File: config.mk
export PLATFORM = sky130hd
export DESIGN_NAME = road_hit_organizer
export DESIGN_NICKNAME = d
export VERILOG_FILES = /design/src/rtl/rho_pkg.sv /design/src/rtl/rho_hit_store.sv /design/src/rtl/rho_road_lut.sv /design/src/rtl/rho_combiner.sv /design/src/rtl/road_hit_organizer.sv
export SDC_FILE = /design/constraint.sdc
export NUM_CORES = 1
export LEC_CHECK = 0
export BUFFER_PORTS_ARGS = -buffer_cell sky130_fd_sc_hd__buf_2
export CELL_PAD_IN_SITES_DETAIL_PLACEMENT = 0
export CELL_PAD_IN_SITES_GLOBAL_PLACEMENT = 1
export CORE_MARGIN = 5
export CORE_UTILIZATION = 52
export CTS_CLUSTER_SIZE = 14
export DETAILED_ROUTE_END_ITERATION = 16
export GPL_TIMING_DRIVEN = 0
export HOLD_SLACK_MARGIN = 0.1
export PLACE_DENSITY = 0.88
export SLEW_MARGIN = 15
export SYNTH_ARGS = -nofsm -noshare
export SYNTH_HDL_FRONTEND = slang
export SYNTH_SLANG_ARGS = --single-unit
File: constraint.sdc
create_clock -name clk -period 14.8 [get_ports clk]
set_input_delay 4.44 -clock clk [delete_from_list [all_inputs] [get_ports clk]]
set_output_delay 4.44 -clock clk [all_outputs]
set_load 0.01 [all_outputs]
File: src/rtl/rho_pkg.sv
package rho_pkg;
    typedef enum logic [2:0] {
        RHO_IDLE,
        RHO_LOAD,
        RHO_WALK,
        RHO_START,
        RHO_COMB
    } rho_state_e;
endpackage

File: src/rtl/rho_hit_store.sv
module rho_hit_store #(
    parameter int N_LAYERS = 3,
    parameter int SS_W     = 3,
    parameter int HIT_W    = 8,
    parameter int DEPTH    = 16,
    parameter int SS_LIMIT = 3,
    parameter int OVF_W    = 8,
    localparam int LAY_W   = (N_LAYERS > 1) ? $clog2(N_LAYERS) : 1,
    localparam int AW      = $clog2(DEPTH),
    localparam int CW      = $clog2(SS_LIMIT + 1)
) (
    input  logic             clk,
    input  logic             rst_n,
    input  logic             wr_valid,
    input  logic [LAY_W-1:0] wr_layer,
    input  logic [SS_W-1:0]  wr_ssid,
    input  logic [HIT_W-1:0] wr_data,
    input  logic             eoe,
    input  logic [LAY_W-1:0] rd_layer,
    input  logic [SS_W-1:0]  rd_ssid,
    input  logic [AW-1:0]    rd_ptr,
    output logic             head_vld_o,
    output logic [AW-1:0]    head_ptr_o,
    output logic [CW-1:0]    head_cnt_o,
    output logic [HIT_W-1:0] rd_data_o,
    output logic [AW-1:0]    rd_next_o,
    output logic [OVF_W-1:0] ovf_cnt_o
);
    localparam int NSS = 1 << SS_W;
    localparam int NE  = N_LAYERS * NSS;
    localparam int EW  = (NE > 1) ? $clog2(NE) : 1;

    typedef struct packed {
        logic [NE-1:0]                vld;
        logic [NE-1:0][AW-1:0]        ptr;
        logic [NE-1:0][CW-1:0]        cnt;
        logic [DEPTH-1:0][HIT_W-1:0]  data;
        logic [DEPTH-1:0][AW-1:0]     nxt;
        logic [AW:0]                  wptr;
        logic [OVF_W-1:0]             ovf;
    } store_t;

    store_t s_d, s_q;
    logic [EW-1:0] widx, ridx;
    logic [CW-1:0] ccnt;

    always_comb begin
        s_d  = s_q;
        widx = EW'(int'(wr_layer) * NSS + int'(wr_ssid));
        if (eoe) begin
            s_d.vld  = '0;
            s_d.wptr = '0;
        end
        ccnt = s_d.vld[widx] ? s_d.cnt[widx] : '0;
        if (wr_valid && (int'(wr_layer) < N_LAYERS)) begin
            if ((int'(ccnt) < SS_LIMIT) && (int'(s_d.wptr) < DEPTH)) begin
                s_d.data[s_d.wptr[AW-1:0]] = wr_data;
                s_d.nxt[s_d.wptr[AW-1:0]]  = s_d.vld[widx] ? s_d.ptr[widx] : '0;
                s_d.ptr[widx]              = s_d.wptr[AW-1:0];
                s_d.cnt[widx]              = ccnt + 1'b1;
                s_d.vld[widx]              = 1'b1;
                s_d.wptr                   = s_d.wptr + 1'b1;
            end else begin
                s_d.ovf = s_q.ovf + 1'b1;
            end
        end
    end

    always_ff @(posedge clk) begin
        if (!rst_n) s_q <= '0;
        else        s_q <= s_d;
    end

    assign ridx       = EW'(int'(rd_layer) * NSS + int'(rd_ssid));
    assign head_vld_o = s_q.vld[ridx];
    assign head_ptr_o = s_q.ptr[ridx];
    assign head_cnt_o = s_q.cnt[ridx];
    assign rd_data_o  = s_q.data[rd_ptr];
    assign rd_next_o  = s_q.nxt[rd_ptr];
    assign ovf_cnt_o  = s_q.ovf;

    // drop counter only moves after a hit strobe, by one
    a_r7_ovf_step: assert property (@(posedge clk) disable iff (!rst_n)
        (ovf_cnt_o != $past(ovf_cnt_o)) |-> ($past(wr_valid) && (ovf_cnt_o == $past(ovf_cnt_o) + 1'b1)));
endmodule

File: src/rtl/rho_road_lut.sv
module rho_road_lut #(
    parameter int N_LAYERS = 3,
    parameter int SS_W     = 3,
    parameter int ROAD_W   = 3,
    localparam int LAY_W   = (N_LAYERS > 1) ? $clog2(N_LAYERS) : 1
) (
    input  logic                         clk,
    input  logic                         rst_n,
    input  logic                         we,
    input  logic [ROAD_W-1:0]            wr_road,
    input  logic [LAY_W-1:0]             wr_layer,
    input  logic [SS_W-1:0]              wr_ssid,
    input  logic [ROAD_W-1:0]            rd_road,
    output logic [N_LAYERS-1:0][SS_W-1:0] rd_ssids
);
    localparam int NR  = 1 << ROAD_W;
    localparam int NT  = NR * N_LAYERS;
    localparam int TW  = $clog2(NT);

    typedef struct packed {
        logic [NT-1:0][SS_W-1:0] tbl;
    } lut_t;

    lut_t s_d, s_q;

    always_comb begin
        s_d = s_q;
        if (we && (int'(wr_layer) < N_LAYERS))
            s_d.tbl[TW'(int'(wr_road) * N_LAYERS + int'(wr_layer))] = wr_ssid;
    end

    always_ff @(posedge clk) begin
        if (!rst_n) s_q <= '0;
        else        s_q <= s_d;
    end

    always_comb begin
        for (int l = 0; l < N_LAYERS; l++)
            rd_ssids[l] = s_q.tbl[TW'(int'(rd_road) * N_LAYERS + l)];
    end
endmodule

File: src/rtl/rho_combiner.sv
module rho_combiner #(
    parameter int N_LAYERS = 3,
    parameter int SS_LIMIT = 3,
    localparam int CW      = $clog2(SS_LIMIT + 1)
) (
    input  logic                        clk,
    input  logic                        rst_n,
    input  logic                        start,
    input  logic [N_LAYERS-1:0][CW-1:0] cnt_i,
    output logic                        valid_o,
    output logic                        last_o,
    output logic [N_LAYERS-1:0][CW-1:0] idx_o,
    output logic [N_LAYERS-1:0]         miss_o
);
    typedef struct packed {
        logic                        busy;
        logic [N_LAYERS-1:0][CW-1:0] cnt;
        logic [N_LAYERS-1:0][CW-1:0] idx;
    } comb_t;

    comb_t s_d, s_q;
    logic [N_LAYERS-1:0][CW-1:0] top;
    logic at_end, carry;

    always_comb begin
        at_end = 1'b1;
        for (int l = 0; l < N_LAYERS; l++) begin
            top[l] = (s_q.cnt[l] == '0) ? '0 : s_q.cnt[l] - 1'b1;
            if (s_q.idx[l] != top[l]) at_end = 1'b0;
        end
        s_d   = s_q;
        carry = 1'b1;
        if (start) begin
            s_d.busy = 1'b1;
            s_d.cnt  = cnt_i;
            s_d.idx  = '0;
        end else if (s_q.busy) begin
            if (at_end) begin
                s_d.busy = 1'b0;
            end else begin
                for (int l = N_LAYERS - 1; l >= 0; l--) begin
                    if (carry) begin
                        if (s_q.idx[l] == top[l]) begin
                            s_d.idx[l] = '0;
                        end else begin
                            s_d.idx[l] = s_q.idx[l] + 1'b1;
                            carry      = 1'b0;
                        end
                    end
                end
            end
        end
    end

    always_ff @(posedge clk) begin
        if (!rst_n) s_q <= '0;
        else        s_q <= s_d;
    end

    assign valid_o = s_q.busy;
    assign last_o  = s_q.busy && at_end;
    assign idx_o   = s_q.idx;
    always_comb begin
        for (int l = 0; l < N_LAYERS; l++) miss_o[l] = (s_q.cnt[l] == '0);
    end

    // final flag only on a valid candidate
    a_r5_last_valid: assert property (@(posedge clk) disable iff (!rst_n)
        last_o |-> valid_o);
    // candidate stream has no gaps before the final one
    a_r5_no_gap: assert property (@(posedge clk) disable iff (!rst_n)
        (valid_o && !last_o) |=> valid_o);

    for (genvar g = 0; g < N_LAYERS; g++) begin : g_rng
        // per-layer index stays within the bin (placeholder counts as one)
        a_r6_idx_range: assert property (@(posedge clk) disable iff (!rst_n)
            valid_o |-> ((s_q.cnt[g] == '0) ? (idx_o[g] == '0) : (idx_o[g] < s_q.cnt[g])));
    end
endmodule

File: src/rtl/road_hit_organizer.sv
module road_hit_organizer #(
    parameter int N_LAYERS = 3,
    parameter int SS_W     = 3,
    parameter int HIT_W    = 8,
    parameter int DEPTH    = 16,
    parameter int SS_LIMIT = 3,
    parameter int ROAD_W   = 3,
    parameter int OVF_W    = 8,
    localparam int LAY_W   = (N_LAYERS > 1) ? $clog2(N_LAYERS) : 1
) (
    input  logic                        clk,
    input  logic                        rst_n,
    input  logic                        hit_valid,
    input  logic [LAY_W-1:0]            hit_layer,
    input  logic [SS_W-1:0]             hit_ssid,
    input  logic [HIT_W-1:0]            hit_data,
    input  logic                        eoe,
    output logic                        fwd_valid,
    output logic [LAY_W-1:0]            fwd_layer,
    output logic [SS_W-1:0]             fwd_ssid,
    input  logic                        lut_we,
    input  logic [ROAD_W-1:0]           lut_road,
    input  logic [LAY_W-1:0]            lut_layer,
    input  logic [SS_W-1:0]             lut_ssid,
    input  logic                        road_valid,
    input  logic [ROAD_W-1:0]           road_id,
    output logic                        road_ready,
    output logic                        cand_valid,
    output logic                        cand_last,
    output logic [N_LAYERS*HIT_W-1:0]   cand_hits,
    output logic [N_LAYERS-1:0]         cand_miss,
    output logic [OVF_W-1:0]            ovf_count
);
    import rho_pkg::*;

    localparam int AW = $clog2(DEPTH);
    localparam int CW = $clog2(SS_LIMIT + 1);

    typedef struct packed {
        rho_state_e                                  st;
        logic [LAY_W-1:0]                            layer;
        logic [N_LAYERS-1:0][SS_W-1:0]               ssid;
        logic [AW-1:0]                               cur;
        logic [CW-1:0]                               n;
        logic [N_LAYERS-1:0][CW-1:0]                 cnts;
        logic [N_LAYERS-1:0][SS_LIMIT-1:0][HIT_W-1:0] hb;
        logic                                        fwd_v;
        logic [LAY_W-1:0]                            fwd_l;
        logic [SS_W-1:0]                             fwd_s;
    } org_t;

    org_t s_d, s_q;
    logic                          adv;
    logic                          h_vld;
    logic [AW-1:0]                 h_ptr, r_next;
    logic [CW-1:0]                 h_cnt;
    logic [HIT_W-1:0]              r_data;
    logic [N_LAYERS-1:0][SS_W-1:0] lut_ssids;
    logic                          c_valid, c_last;
    logic [N_LAYERS-1:0][CW-1:0]   c_idx;
    logic [N_LAYERS-1:0]           c_miss;

    rho_hit_store #(
        .N_LAYERS(N_LAYERS), .SS_W(SS_W), .HIT_W(HIT_W),
        .DEPTH(DEPTH), .SS_LIMIT(SS_LIMIT), .OVF_W(OVF_W)
    ) u_store (
        .clk(clk), .rst_n(rst_n),
        .wr_valid(hit_valid), .wr_layer(hit_layer), .wr_ssid(hit_ssid), .wr_data(hit_data),
        .eoe(eoe),
        .rd_layer(s_q.layer), .rd_ssid(s_q.ssid[s_q.layer]), .rd_ptr(s_q.cur),
        .head_vld_o(h_vld), .head_ptr_o(h_ptr), .head_cnt_o(h_cnt),
        .rd_data_o(r_data), .rd_next_o(r_next), .ovf_cnt_o(ovf_count)
    );

    rho_road_lut #(.N_LAYERS(N_LAYERS), .SS_W(SS_W), .ROAD_W(ROAD_W)) u_lut (
        .clk(clk), .rst_n(rst_n),
        .we(lut_we), .wr_road(lut_road), .wr_layer(lut_layer), .wr_ssid(lut_ssid),
        .rd_road(road_id), .rd_ssids(lut_ssids)
    );

    rho_combiner #(.N_LAYERS(N_LAYERS), .SS_LIMIT(SS_LIMIT)) u_comb (
        .clk(clk), .rst_n(rst_n),
        .start(s_q.st == RHO_START), .cnt_i(s_q.cnts),
        .valid_o(c_valid), .last_o(c_last), .idx_o(c_idx), .miss_o(c_miss)
    );

    always_comb begin
        s_d       = s_q;
        adv       = 1'b0;
        s_d.fwd_v = hit_valid;
        s_d.fwd_l = hit_layer;
        s_d.fwd_s = hit_ssid;
        case (s_q.st)
            RHO_IDLE: begin
                if (road_valid) begin
                    s_d.ssid  = lut_ssids;
                    s_d.layer = '0;
                    s_d.st    = RHO_LOAD;
                end
            end
            RHO_LOAD: begin
                if (h_vld && (h_cnt != '0)) begin
                    s_d.cur              = h_ptr;
                    s_d.n                = '0;
                    s_d.cnts[s_q.layer]  = h_cnt;
                    s_d.st               = RHO_WALK;
                end else begin
                    s_d.cnts[s_q.layer]  = '0;
                    adv                  = 1'b1;
                end
            end
            RHO_WALK: begin
                s_d.hb[s_q.layer][s_q.n] = r_data;
                s_d.cur                  = r_next;
                s_d.n                    = s_q.n + 1'b1;
                if (s_q.n + 1'b1 == s_q.cnts[s_q.layer]) adv = 1'b1;
            end
            RHO_START: s_d.st = RHO_COMB;
            RHO_COMB:  if (c_valid && c_last) s_d.st = RHO_IDLE;
            default:   s_d.st = RHO_IDLE;
        endcase
        if (adv) begin
            if (int'(s_q.layer) == N_LAYERS - 1) begin
                s_d.st = RHO_START;
            end else begin
                s_d.layer = s_q.layer + 1'b1;
                s_d.st    = RHO_LOAD;
            end
        end
    end

    always_ff @(posedge clk) begin
        if (!rst_n) s_q <= '0;
        else        s_q <= s_d;
    end

    assign fwd_valid  = s_q.fwd_v;
    assign fwd_layer  = s_q.fwd_l;
    assign fwd_ssid   = s_q.fwd_s;
    assign road_ready = (s_q.st == RHO_IDLE);
    assign cand_valid = c_valid;
    assign cand_last  = c_last;
    assign cand_miss  = c_miss;

    always_comb begin
        for (int l = 0; l < N_LAYERS; l++)
            cand_hits[l*HIT_W +: HIT_W] = c_miss[l] ? '0 : s_q.hb[l][c_idx[l]];
    end

    // superstrip is forwarded one cycle after the hit
    a_r1_forward: assert property (@(posedge clk) disable iff (!rst_n)
        hit_valid |=> (fwd_valid && fwd_layer == $past(hit_layer) && fwd_ssid == $past(hit_ssid)));
    // no new road accepted while candidates are being emitted
    a_r9_busy_excl: assert property (@(posedge clk) disable iff (!rst_n)
        cand_valid |-> !road_ready);
    // an accepted road takes the organizer out of idle
    a_r9_accept: assert property (@(posedge clk) disable iff (!rst_n)
        (road_valid && road_ready) |=> !road_ready);
endmodule

* Word level (Yosys, flattened, before mapping)
Index checks and enable logic that the tools add are counted.
** Storage, ports and cells
- Output and inout bits :: 44
- Word-level logic and storage cells :: 330
- Register bits after elaboration :: 562
- Input bits :: 30
** Operators by class
- Muxes and demuxes :: 105
- Reductions and logical operators :: 26
- $mul :: 2
- Add/sub/neg operators :: 16
- Equal/unequal tests :: 17
- Magnitude comparators :: 22
- Bitwise gates (word level) :: 6
** Operators with widths (count)
- 373-bit 2-to-1 mux :: 1
- 365-bit 2-to-1 mux :: 1
- 72-bit bitwise mux :: 2
- 128-bit bitwise mux :: 1
- 96-bit bitwise mux :: 1
- 8-bit 2-to-1 mux :: 10
- 64-bit bitwise mux :: 1
- 8-bit binary-select mux with 2-bit select :: 3
- 48-bit bitwise mux :: 1
- 24-bit demux with 2-bit select :: 1
- 24-bit 2-to-1 mux :: 2
- 3-bit binary-select mux with 5-bit select :: 3
- 4-bit binary-select mux with 5-bit select :: 2
- 8-bit binary-select mux with 4-bit select :: 1
- 8-bit demux with 4-bit select :: 1
- 3-bit 2-to-1 mux :: 10
- 5-bit by 7-bit less-than comparator with 1-bit output (second input constant) :: 4
- 2-bit 2-to-1 mux :: 14
- 4-bit 2-to-1 mux :: 6
- 24-bit bitwise OR :: 1
- 2-bit binary-select mux with 5-bit select :: 2
- 4-bit demux with 5-bit select :: 1
- 1-bit 2-to-1 mux :: 20
- 4-bit binary-select mux with 4-bit select :: 1
- other kinds (53) :: 104

* Longest topological paths before layout
- Depth after elaboration :: 14
- Gate-level depth with buffers :: 20
- Mapped depth without buffers :: 13

* Cells and area by module
A second synthesis with hierarchy kept.
** Second synthesis, totals
- Cell total of the unflattened synthesis :: 3031
- Area, all modules :: 29166.7 um^2
** By module, submodules not included
- rho_hit_store :: seq. area each 7467.2 um^2, area each 18666.7 um^2, times used 1, cells each 1931
- rho_road_lut :: seq. area each 1441.4 um^2, area each 4868.4 um^2, times used 1, cells each 401
- road_hit_organizer :: seq. area each 2082.0 um^2, area each 4852.2 um^2, times used 1, cells each 613
- rho_combiner :: seq. area each 260.2 um^2, area each 779.5 um^2, times used 1, cells each 86

* Worst setup path before layout
Ideal clock, no wire load.
- Kind :: input to register
- Start :: input port hit_ssid[0]
- End :: register u_store.s_q[29] (netlist name)
- Arrival time :: 8.231 ns
- Required time :: 14.672 ns
- Cell stages on the path :: 16
- Path slack :: 6.442 ns
- Library setup time :: 0.128 ns
- Buffers on the path :: 4
- Cell sequence :: buf_2 > mux4_2 > mux4_2 > nor3b_1 > a221o_1 > and3_1 > buf_2 > buf_6 > ha_1 > nor2_1 > nand3_1 > nor3b_1 > nand2_1 > clkbuf_1 > a21oi_1 > nor2_1
** On the way
- Longest elaborated chain between the ends :: 7
- Elaborated cells between the ends (all ways) :: 13
- Those cells by class :: add/sub (1); order compare (1); mux (9); reduce/logical (2)
** Ends and longest elaborated chain
- start, declared :: RTL line road_hit_organizer.sv:15 : input logic [SS_W-1:0] hit_ssid,
- 5-bit by 3-bit adder with 5-bit output * :: RTL line rho_hit_store.sv:49 : widx = EW'(int'(wr_layer) * NSS + int'(wr_ssid));
- 2-bit binary-select mux with 5-bit select or 1-bit binary-select mux with 5-bit select (tied branches) :: RTL line rho_hit_store.sv:54, rho_hit_store.sv:58
- 2-bit 2-to-1 mux (not written as such) or 1-bit 2-to-1 mux (tied branches) :: RTL line rho_hit_store.sv:54, rho_hit_store.sv:58
- 2-bit 2-to-1 mux :: RTL line rho_hit_store.sv:54 : ccnt = s_d.vld[widx] ? s_d.cnt[widx] : '0;
- 2-bit less-than comparator :: RTL line rho_hit_store.sv:56 : if ((int'(ccnt) < SS_LIMIT) && (int'(s_d.wptr) < DEPTH)) begin
- 1-bit logical AND :: RTL line rho_hit_store.sv:56
- 2-bit AND reduction (no source line)
- end signal, assigned :: RTL line rho_hit_store.sv:70 : if (!rst_n) s_q <= '0;
- end signal, assigned :: RTL line rho_hit_store.sv:71 : else s_q <= s_d;
- end, declared :: RTL line rho_hit_store.sv:43 : store_t s_d, s_q;
Every way passes the cells marked *; elsewhere a longest branch is shown, timed or not. The select of a mux whose other input is x is not followed.
A chain may end at the register's enable or synchronous reset.

* Worst setup path after layout
- Start :: input port hit_ssid[1]
- End :: register u_store.s_q[53] (netlist name)
Same word-level chain as after synthesis.

==> impl_summary.txt <==
----------------------------------------------------
[Route]
  DRT Wirelength ... around 86 mm
  Per-cell routed wire length ... about 22 µm
  Final routed DRC violation total ... 0
  Avg Vias per Cell ... slightly above 6
  Count of routing violations after the opening detailed-route iteration ... roughly 2700
  Final antenna-violating net count ... 0
  Routed vias ... between 20000 and 25000
  Initial DRT Pass Iterations ... 6

[Global route]
  Wire length of the first global-routing pass ... approximately 130 mm
  Global route total overflow ... 0
  Pin count of the biggest net entering global routing ... 17
  Via count of the first global-routing pass ... approximately 23000
  Initial antenna violation count ... 0
  Total routing usage reported by global routing ... 29.4%

[Synth]
  Cell count after synthesis ... about 3100
  Most frequently used flop master after synthesis ... dfxtp_1
  Mean Syn Cell Area ... between 8 and 9 µm²
  Simple-Gate Fraction of Synth Area ... roughly a fifth
  Summed instance area of the synthesized netlist ... around 0.027 mm²
  Total nets after synthesis ... between 3000 and 4000
  Post-synth EDFFs ... 0
  Dominant combinational cell family by area after synthesis ... multiplexers
  Compound-cell area share of the yosys netlist ... a little under an eighth
  Synthesized-area fraction occupied by adder cells ... around 1.1%
  Yosys cell types ... just under 70
  Post-synth ARST share ... 0%
  Register bit total from synthesis ... between 500 and 600
  Share of the yosys chip area belonging to registers ... 41.0%
  Mux share of post-synthesis cell area ... roughly 22%
  Synthesis Warnings ... 0
  XOR/XNOR share of the synthesized area ... 0.639%

[Placed design]
  Number of port buffers ... a little over 60
  Final HPWL DP ... ~63 mm
  Routability Congestion ... roughly 0.97

[Die]
  Number of placed I/O pins ... between 70 and 80
  Initial core utilization ... 52.3%
  Total number of placement rows ... between 80 and 90
  Die Outline Area ... 0.0574 mm²
  Width of the die ... ~240 µm
  Die extent in y ... roughly 240 µm
  Std-Cell Core Area ... roughly 0.052 mm²

[STA]
  Final-report max-slew violation count ... 0
  Setup repair after global routing missed its margin ... no
  Max-slew headroom at the worst pin ... ~16%
  Final min period ... about 9.4 ns
  Pin slew with the least headroom to its limit ... 1.25 ns
  Final period util ... 63.2%
  Setup TNS ... 0 ns
  Final setup violation count ... 0
  Max Clock Skew ... roughly 0.034 ns
  Hold slack ... ~0.45 ns
  Final-report hold violation count ... 0
  Maximum clock frequency ... about 110 MHz

[CTS]
  Cts bufs inserted ... 61
  Clock tree root buffer cell ... clkbuf_16
  Worst skew pair latency ... 0.66 ns
  # resized after CTS ... 0
  Clk slew on worst S/H paths ... around 0.06 ns
  Total setup buffers inserted after CTS ... 0
  TritonCTS clock tree ... done
  Number of sinks on the clock net ... approximately 560
  Maximum clock insertion buffer count ... 3
  Hold buffers post-CTS ... 0
  H-Tree Depth ... 2

[Power and ir drop]
  Static Leakage ... 11.1 nW
  Worst VDD drop ... 0.0967 mV
  Power per cell area ... 111 mW/mm²

[Cells and area]
  Number of diodes added for antenna fixing ... 0
  Final net count ... between 3000 and 4000
  Layout-stage area growth over the synthesis result ... 11.0%
  Share of the core filled with cells in the final layout ... 58.1%
  Fraction of layout instances using a drive strength above 1 ... ~12%
  # fillers ... approximately 4600

[Critical path]
  Critical Path End Type ... flop
  Startpoint-to-endpoint class of the critical path ... in2reg
  Critical path required time ... roughly 15 ns
  Critical path data arrival time ... between 9 and 10 ns
  Critical-path maximum fanout ... 10
  R2R depth ... 15
  CP Launch Type ... input pin

[Hold path]
  Worst hold path depth ... 2
  Hold WC Path Type ... reg2reg

[Run]
  Maxcap violations ... 0

[Status]
  Result of the run ... finished clean

----------------------------------------------------
## synth_stat cells, types with 5 or more instances
library cell,instances,share of area [%]
a211oi_1,5,0.14
a21oi_1,441,8.0
a221oi_1,8,0.26
a22oi_1,8,0.22
and2_1,40,0.91
and3_1,13,0.30
and3b_1,5,0.16
buf_1,26,0.36
buf_2,32,0.58
buf_4,17,0.47
buf_6,5,0.21
clkbuf_1,198,2.7
dfxtp_1,562,41
ha_1,19,0.87
inv_1,22,0.30
mux2_2,8,0.33
mux2i_1,190,6.9
mux4_2,175,14
nand2_1,334,4.6
nand2b_1,34,0.78
nand3_1,141,2.6
nand3b_1,6,0.16
nand4_1,5,0.11
nor2_1,582,8.0
nor2b_1,10,0.23
nor3_1,20,0.37
nor3b_1,14,0.38
o211ai_1,14,0.38
o21ai_0,56,1.0
o221ai_1,9,0.29
o22ai_1,11,0.25
xnor2_1,10,0.32
xor2_1,10,0.32
## cell families (layout without fill, tap and decap cells)
family | after synthesis | in the layout
buffers and inverters | 302 | 470
XOR/XNOR | 20 | 20
adder cells (fa/ha/maj) | 22 | 22
AO/OA/AOI/OAI | 594 | 594
flip-flops | 562 | 562
AND/OR/NAND/NOR | 1220 | 1220
multiplexers | 375 | 375
## worst max-delay path: stages
cell	delay, ns
clkbuf_1	0.33
buf_2	0.36
buf_1	0.62
buf_2	0.46
mux4_2	0.36
mux2i_1	0.18
o21ai_0	0.11
and3_1	0.22
ha_1	0.23
nor2_1	0.15
nand3_1	0.34
nor3_1	0.89
nand2_1	0.43
clkbuf_1	0.42
a21oi_1	0.26
nor2_1	0.06
## state kept, by name (all words and copies together), names as in the netlist, named ones only
register           flops
u_store.s_q          365
s_q                   97
u_lut.s_q             72
u_store.ovf_cnt_o      8
u_comb.idx_o           6
u_comb.s_q             6
fwd_ssid               3
fwd_layer              2
fwd_valid              1
u_comb.valid_o         1
## per-stage QoR
stage / std cells / cell area, µm² / total power, W / setup slack (ns)
6_report: 3951 / 30400 / 0.00338 / 5.45
3_3_place_gp: 3845 / 28600 / 0.00195 / 4.70
3_5_place_dp: 3845 / 28600 / 0.00196 / 4.70
5_1_grt: 3951 / 30400 / 0.00348 / 5.19
2_1_floorplan: 3095 / 27400 / 0.00183 / 6.44
4_1_cts: 3951 / 30400 / 0.00338 / 5.36
## path summary, 6_finish.rpt
path                                 from                            to  slack, ns
max reg2reg   u_store.s_q[364]$_SDFF_PN0_  u_store.s_q[53]$_SDFFE_PN0P_       9.45
min reg2reg  u_store.s_q[96]$_SDFFE_PN0P_  u_store.s_q[96]$_SDFFE_PN0P_       0.45
max                           hit_ssid[1]  u_store.s_q[53]$_SDFFE_PN0P_       5.45
min          u_store.s_q[96]$_SDFFE_PN0P_  u_store.s_q[96]$_SDFFE_PN0P_       0.45
## where the power goes
part	leakage [nW]	switching, W	internal, W
combinational	5.64	0.000270	0.000121
sequential	4.53	0.0000155	0.00153
clock	0.922	0.000644	0.000802
## placed cells by master, fill, tap and decap left out, types with 56 or more instances in the layout
cell / n
dfxtp_1: 562
mux4_2: 175
buf_2: 94
clkbuf_16: 61
nor2_1: 582
mux2i_1: 190
nand3_1: 141
a21oi_1: 441
o21ai_0: 56
clkbuf_1: 214
nand2_1: 334
## layout make-up
class | instances | area [µm²] | share of cell area, %
Buffer | 278 | 1180 | 3.89
Clock buffer | 86 | 1710 | 5.62
Clock inverter | 20 | 136 | 0.448
Inverter | 24 | 90.1 | 0.296
Multi-Input combinational cell | 2231 | 14900 | 49.0
Sequential cell | 562 | 11300 | 36.9
Tap cell | 688 | 861 | 2.83
Timing Repair Buffer | 62 | 310 | 1.02
## layer usage
metal	GRT usage, %	up-vias	wire length [µm]
li1	-	11067	-
met1	39.9	11704	35500
met2	47.8	1202	40000
met3	4.74	222	7460
met4	11.0	0	3460
met5	0	-	0
(Power assumes the default switching activity.)
